**src/rtl/byte_fifo_irq.sv**
```systemverilog
module byte_fifo_irq #(
  parameter int DEPTH = 8
) (
  input  logic       clk,
  input  logic       rst_n,
  input  logic [7:0] trig_lvl,
  input  logic [3:0] irq_en,
  input  logic       rx_clr,
  input  logic       tx_clr,
  input  logic [3:0] stat_w1c,
  input  logic       cpu_wr,
  input  logic [7:0] cpu_wdata,
  input  logic       cpu_rd,
  output logic [7:0] cpu_rdata,
  input  logic       eng_rx_push,
  input  logic [7:0] eng_rx_data,
  input  logic       eng_tx_pop,
  output logic [7:0] eng_tx_data,
  input  logic       eng_tx_done,
  input  logic       eng_rx_done,
  output logic [7:0] fifo_cnt,
  output logic [7:0] rx_len,
  output logic [1:0] ovf,
  output logic [3:0] irq_stat,
  output logic       irq
);
  localparam int AW = $clog2(DEPTH);

  logic [7:0]    rmem [DEPTH];
  logic [7:0]    tmem [DEPTH];
  logic [AW-1:0] rx_wp, rx_rp, tx_wp, tx_rp;
  logic [3:0]    rx_cnt, tx_cnt;
  logic [1:0]    done_q;

  wire rx_full  = rx_cnt == 4'(DEPTH);
  wire rx_empty = rx_cnt == 4'd0;
  wire tx_full  = tx_cnt == 4'(DEPTH);
  wire tx_empty = tx_cnt == 4'd0;

  wire rx_pop_ok  = cpu_rd && !rx_empty;
  wire rx_push_ok = eng_rx_push && (!rx_full || rx_pop_ok);
  wire tx_pop_ok  = eng_tx_pop && !tx_empty;
  wire tx_push_ok = cpu_wr && (!tx_full || tx_pop_ok);

  assign cpu_rdata   = rx_empty ? 8'h00 : rmem[rx_rp];
  assign eng_tx_data = tx_empty ? 8'h00 : tmem[tx_rp];
  assign fifo_cnt    = {tx_cnt, rx_cnt};

  always_ff @(posedge clk) begin
    if (rx_push_ok && !rx_clr) rmem[rx_wp] <= eng_rx_data;
    if (tx_push_ok && !tx_clr) tmem[tx_wp] <= cpu_wdata;
  end

  always_ff @(posedge clk or negedge rst_n) begin
    if (!rst_n) begin
      rx_wp <= '0; rx_rp <= '0; rx_cnt <= '0; rx_len <= '0; ovf[0] <= 1'b0;
    end else if (rx_clr) begin
      rx_wp <= '0; rx_rp <= '0; rx_cnt <= '0; rx_len <= '0; ovf[0] <= 1'b0;
    end else begin
      if (rx_push_ok) begin
        rx_wp  <= rx_wp + 1'b1;
        rx_len <= rx_len + 8'd1;
      end
      if (rx_pop_ok) rx_rp <= rx_rp + 1'b1;
      rx_cnt <= rx_cnt + 4'(rx_push_ok) - 4'(rx_pop_ok);
      if (eng_rx_push && !rx_push_ok) ovf[0] <= 1'b1;
    end
  end

  always_ff @(posedge clk or negedge rst_n) begin
    if (!rst_n) begin
      tx_wp <= '0; tx_rp <= '0; tx_cnt <= '0; ovf[1] <= 1'b0;
    end else if (tx_clr) begin
      tx_wp <= '0; tx_rp <= '0; tx_cnt <= '0; ovf[1] <= 1'b0;
    end else begin
      if (tx_push_ok) tx_wp <= tx_wp + 1'b1;
      if (tx_pop_ok)  tx_rp <= tx_rp + 1'b1;
      tx_cnt <= tx_cnt + 4'(tx_push_ok) - 4'(tx_pop_ok);
      if (cpu_wr && !tx_push_ok) ovf[1] <= 1'b1;
    end
  end

  always_ff @(posedge clk or negedge rst_n) begin
    if (!rst_n) done_q <= 2'b00;
    else        done_q <= (done_q & ~{stat_w1c[2], stat_w1c[0]}) | {eng_rx_done, eng_tx_done};
  end

  assign irq_stat = {rx_cnt >= trig_lvl[3:0], done_q[1], tx_cnt <= trig_lvl[7:4], done_q[0]};
  assign irq      = |(irq_stat & irq_en);
endmodule

```
**config.mk**
```make
export PLATFORM = sky130hd
export DESIGN_NAME = byte_fifo_irq
export DESIGN_NICKNAME = d
export VERILOG_FILES = /design/src/rtl/byte_fifo_irq.sv
export SDC_FILE = /design/constraint.sdc
export NUM_CORES = 1
export LEC_CHECK = 0
export ABC_CLOCK_PERIOD_IN_PS = 6600
export BUFFER_PORTS_ARGS = -buffer_cell sky130_fd_sc_hd__buf_2
export CORE_MARGIN = 8
export CORE_UTILIZATION = 50
export DETAILED_ROUTE_END_ITERATION = 8
export PLACE_DENSITY = 0.81
export SLEW_MARGIN = 5
export SYNTH_ARGS = -nofsm -noshare
export SYNTH_HDL_FRONTEND = slang
export SYNTH_SLANG_ARGS = --single-unit
```
**constraint.sdc**
```tcl
create_clock -name clk -period 6.6 [get_ports clk]
set_input_delay 1.98 -clock clk [delete_from_list [all_inputs] [get_ports clk]]
set_output_delay 1.98 -clock clk [all_outputs]
set_load 0.01 [all_outputs]
```
* Word level (Yosys, flattened, before mapping)
Memory sizes are Yosys's and may differ from the RTL's. Index checks and enable logic that the tools add are counted.
Cells by class: add/subtract/negate cells 9, $lt $le $gt $ge 2, eq/ne operators 2, mux-type cells 22, bitwise gates (word level) 4, reduce and logical (&&, ||, !) cells 27
Operators by type and width (number):
- 8-bit 2-to-1 mux | 4
- 3-bit 2-to-1 mux | 8
- 3-bit by 1-bit adder with 3-bit output (second input constant) | 4
- 2-bit nonzero test | 6
- 4-bit by 1-bit adder with 4-bit output | 2
- 8-bit by 1-bit adder with 8-bit output (second input constant) | 1
- 4-bit == test (second input constant) | 2
- 1-bit logical AND | 8
- 1-bit logical NOT | 8
- 4-bit logical NOT | 2
- 1-bit 2-to-1 mux | 8
- 4-bit 2-to-1 mux | 2
- 4-bit by 1-bit subtractor with 4-bit output | 2
- 4-bit bitwise AND | 1
- 4-bit >= comparator | 1
- 4-bit less-or-equal comparator | 1
- 4-bit OR reduction | 1
- 2-bit bitwise AND | 1
- 1-bit logical OR | 2
- 2-bit NOT | 1
- 2-bit bitwise OR | 1
Word-level totals: register bits after elaboration 32, bits in writable memories 128, input bits 42, output and inout port bits 39, word-level logic and storage cells 78, memories 2
Memories:
- rmem | words 8, width 8, rd ports 1, clocked after memory_dff 0, wr ports 1, RTL line 29 | logic [7:0] rmem [DEPTH];
- tmem | words 8, width 8, rd ports 1, clocked after memory_dff 0, wr ports 1, RTL line 30 | logic [7:0] tmem [DEPTH];

* Logic depth before layout (Yosys ltp)
depth in word-level cells 9, depth in mapped cells 10, mapped depth without buffers 10

* Least setup slack after synthesis
OpenSTA, ideal clock, no wires.
kind input to output, start in trig_lvl[0], end out irq, arrival 3.038 ns, data required time 4.620 ns, setup slack 1.582 ns, stages 5, path buffers 0, cells stage by stage ha_1 nand2b_1 a21oi_1 o21ai_0 a221o_1
Between the ends: longest elaborated chain between the ends 3
Ends and longest elaborated chain:
- start, declared | RTL line 6 | input logic [7:0] trig_lvl,
- 4-bit >= comparator | RTL line 88 | assign irq_stat = {rx_cnt >= trig_lvl[3:0], done_q[1], tx_cnt <= trig_lvl[7:4], done_q[0]};
- net irq_stat[3] | RTL line 24 | output logic [3:0] irq_stat,
- 4-bit bitwise AND | RTL line 89 | assign irq = |(irq_stat & irq_en);
- 4-bit OR reduction | RTL line 89
- end, declared | RTL line 25 | output logic irq
The timed path passes the listed nets, and every way through them passes these cells.

* Final worst setup path
start in trig_lvl[0], end out irq
Between the ends: longest elaborated chain between the ends 3
Ends and longest elaborated chain (RTL line):
- 4-bit >= comparator | 88
- 4-bit bitwise AND | 89
- 4-bit OR reduction | 89
No other way between the ends.

==> out/summary.txt <==
maximum capacitance violations - 0
Placed Cells incl. Taps - 664
Tmin final - 5.21 ns
last weighted congestion value of the routability-driven placer - 0.782
Final nets - 570
maximum number of pins on one net before global-route repair - 33
Synth async-reset ratio - 0.200
area share of fa/ha/maj cells after synthesis - 0.0472
Die ar. - 0.0179 mm2
Clock Latency Late Sink - 0.41 ns
PortBufs - 78
compound-cell area share of the yosys netlist - 0.0321
Slew Limit Headroom - 0.183
clock tree from TritonCTS - built
Top Ports - 81
startpoint of the most critical register-to-register path - rx_cnt[2]
Die Wd - 134 um
depth of the worst register-to-register path - 8
reg-to-reg slack, setup - 3.77 ns
Worst Clk Skew - 0.00856 ns
path class of the lowest-slack min-delay path - flop to flop
critical path start-end classification - primary input to output pin
largest family of logic cells by synthesized area - multiplexers
drt total wl - 13.4 mm
worst slack at placement - 1.39 ns
fin cells - 697
number of nets in the synthesized netlist - 478
unrepaired setup endpoints after global routing - no
area share of xor/xnor cells in the synthesized design - 0.0214
result of the run - complete, no violations
DRT Pass-1 Iters - 4
All-Layer GR Usage - 0.154
postcts setup bufs - 0
die height - 134 um
Routed Antenna Nets - 0
area fraction in and, or, nand and nor cells after synthesis - 0.0733
via density per instance - 5.51
DRC violations left - 0
layout overhead on the synthesized area - 17.9%
Cells after Synth - 411
post-synthesis area per instance - 16.9 um2
worst-margin pin slew - 1.22 ns
predominant post-synthesis flop cell - sky130_fd_sc_hd__edfxtp_1
root buf cell - sky130_fd_sc_hd__clkbuf_16
Setup crit end kind - output pin
CTS hold repair buffers - 0
average routed wire per standard cell - 19.3 um
maximum level of the CTS H-tree - 4
effective utilization at floorplan - 0.506
multiplexer area fraction after synthesis - 0.137
TritonCTS Buffers - 17
synth warn - 0
via count - 3837
count of routing violations after the opening detailed-route iteration - 179
worst hold margin - 0.502 ns
cell occurring most often along the worst timing path - sky130_fd_sc_hd__buf_2
synthesized flop and latch total - 160
share of final-layout standard cells stronger than drive strength 1 - 0.324
required time worst endpoint - 4.62 ns
maximum fanout along the worst path - 2
count of instances resized after the clock tree is built - 0
Clock transition at path regs - 0.06 ns
initial antenna violation count - 1
Leakage Power - 3.07 nW
reg-to-reg endpoint - rx_cnt[1]
sum of negative setup slack - 0 ns
endpoints failing setup - 0
number of distinct library cells after synthesis - 46
Max VDD drop - 0.164 mV
number of enable-type register cells in the synthesized netlist - 128
PwrDens - 370 mW/mm2
number of global-route vias before repair - 4103
portion of the post-synthesis area used by sequential elements - 0.669
data arrival time of the worst path - 3.23 ns
post-synth design cell area - 0.00694 mm2
startpoint type of the worst setup path - primary input
Max Freq - 0.192 GHz
final worst-path cycle share - 0.790
max-slew violation count - 0
chain of cells forming the critical path - buf_2, ha_1, nand2b_1, a21oi_1, o21ai_0, a221o_1, buf_2
Core Box Area - 0.0137 mm2
Sink Count - 160
number of rows in the core area - 43
global-route wire length before repair - 21.4 mm
number of hold-slack violations in the final timing report - 0
beginning of the critical path - trig_lvl[0]
final worst-path setup slack - 1.39 ns
Post-DP HPWL - 9.03 mm
worst setup path end - irq
maximum clock path buffer count - 2
Largest stage delay, worst path - 0.31 ns
standard cell with the maximum stage delay on the critical path - sky130_fd_sc_hd__a221o_1
Remaining Overflow, GRT - 0
[synthesized netlist by cell type, types with 3 or more instances]
cell	n	area share
sky130_fd_sc_hd__nor2b_1	5	0.0045
sky130_fd_sc_hd__buf_2	4	0.0029
sky130_fd_sc_hd__clkbuf_1	5	0.0027
sky130_fd_sc_hd__nand4_1	4	0.0036
sky130_fd_sc_hd__inv_1	17	0.0092
sky130_fd_sc_hd__xnor2_1	7	0.0088
sky130_fd_sc_hd__nand3b_1	3	0.0032
sky130_fd_sc_hd__nor4_1	5	0.0045
sky130_fd_sc_hd__nor2_1	45	0.024
sky130_fd_sc_hd__a21oi_1	8	0.0058
sky130_fd_sc_hd__buf_4	4	0.0043
sky130_fd_sc_hd__nand2_1	5	0.0027
sky130_fd_sc_hd__mux2i_1	23	0.033
sky130_fd_sc_hd__mux4_2	32	0.10
sky130_fd_sc_hd__a21o_1	4	0.0043
sky130_fd_sc_hd__nand2b_1	6	0.0054
sky130_fd_sc_hd__nor4b_1	4	0.0050
sky130_fd_sc_hd__o211ai_1	4	0.0043
sky130_fd_sc_hd__ha_1	23	0.041
sky130_fd_sc_hd__dfrtp_1	32	0.12
sky130_fd_sc_hd__xor2_1	10	0.013
sky130_fd_sc_hd__edfxtp_1	128	0.55
[critical path, delay by kind of cell]
family / cells / cell delay, ns
compound gates: 3 / 0.59
simple gates: 1 / 0.14
buf+inv: 2 / 0.24
fa+ha+maj: 1 / 0.27
[flip-flops by register name, summed over array words and instances (netlist names)]
| register | cells |
|---|---|
| rx_wp | 3 |
| rx_len | 8 |
| rx_rp | 3 |
| tx_cnt | 4 |
| rmem | 64 |
| rx_cnt | 4 |
| tx_rp | 3 |
| ovf | 2 |
| tmem | 64 |
| done_q | 2 |
| tx_wp | 3 |
[through the flow]
stage	total power, mW	utilization	area (um2)
after detailed placement	2.05	0.551	7560
after global placement	2.01	0.551	7560
after CTS	3.07	0.597	8190
final	3.03	0.597	8190
after floorplan	1.80	-	6940
after global routing	3.17	0.597	8190
[placed cells by master, fill, tap and decap left out, types with 3 or more instances in the layout]
cell type	count
sky130_fd_sc_hd__nand2_1	5
sky130_fd_sc_hd__ha_1	23
sky130_fd_sc_hd__mux2i_1	23
sky130_fd_sc_hd__nor2_1	45
sky130_fd_sc_hd__nor2b_1	5
sky130_fd_sc_hd__xnor2_1	7
sky130_fd_sc_hd__a21oi_1	8
sky130_fd_sc_hd__bufinv_16	3
sky130_fd_sc_hd__inv_1	17
sky130_fd_sc_hd__nand3b_1	3
sky130_fd_sc_hd__clkbuf_16	17
sky130_fd_sc_hd__nor4b_1	3
sky130_fd_sc_hd__nand4_1	4
sky130_fd_sc_hd__mux4_2	32
sky130_fd_sc_hd__xor2_1	10
sky130_fd_sc_hd__a21o_1	4
sky130_fd_sc_hd__inv_6	5
sky130_fd_sc_hd__edfxtp_1	128
sky130_fd_sc_hd__buf_2	78
sky130_fd_sc_hd__nand2b_1	6
sky130_fd_sc_hd__nor4_1	5
sky130_fd_sc_hd__buf_4	10
sky130_fd_sc_hd__dfrtp_1	32
sky130_fd_sc_hd__o211ai_1	4
sky130_fd_sc_hd__clkinv_4	4
[cell type report]
class | count | area (um2)
inverters | 17 | 63.8
flip-flops and latches | 160 | 4640
multi-input cells | 219 | 2170
diodes | 1 | 2.50
fillers | 1043 | 5530
well taps | 180 | 225
clock inverters | 15 | 196
clock buffers | 17 | 425
repair buffers | 88 | 465
[cell families (layout without fill, tap and decap cells)]
group / after synthesis / in the layout
buffers and inverters: 32 / 137
DFF: 160 / 160
AOI/OAI and AO/OA: 29 / 29
other: 0 / 1
muxes: 55 / 55
xor gates and xnor gates: 17 / 17
and+or+nand+nor: 93 / 93
adders and majority gates: 25 / 25
[layer usage]
layer | share of wire | track usage
met1 | 0.43 | 0.193
met2 | 0.51 | 0.256
met3 | 0.047 | 0.0408
met4 | 0.015 | 0.0530
met5 | 0 | 0
[how the worst min path moves through the flow]
stage	start	end	slack (ns)	cells past startpoint
after floorplan	ovf[0]	ovf[0]	0.53	2
after global placement	ovf[0]	ovf[0]	0.48	2
after detailed placement	ovf[1]	ovf[1]	0.49	1
after CTS	ovf[1]	ovf[1]	0.50	1
after global routing	ovf[1]	ovf[1]	0.52	1
final	ovf[1]	ovf[1]	0.50	1
[power by group]
group	switching, mW	leakage (nW)	internal, mW
Sequential	0.131	1.58	1.15
Clock	0.408	0.307	0.608
Combinational	0.347	1.18	0.379
(Power assumes the default switching activity.)
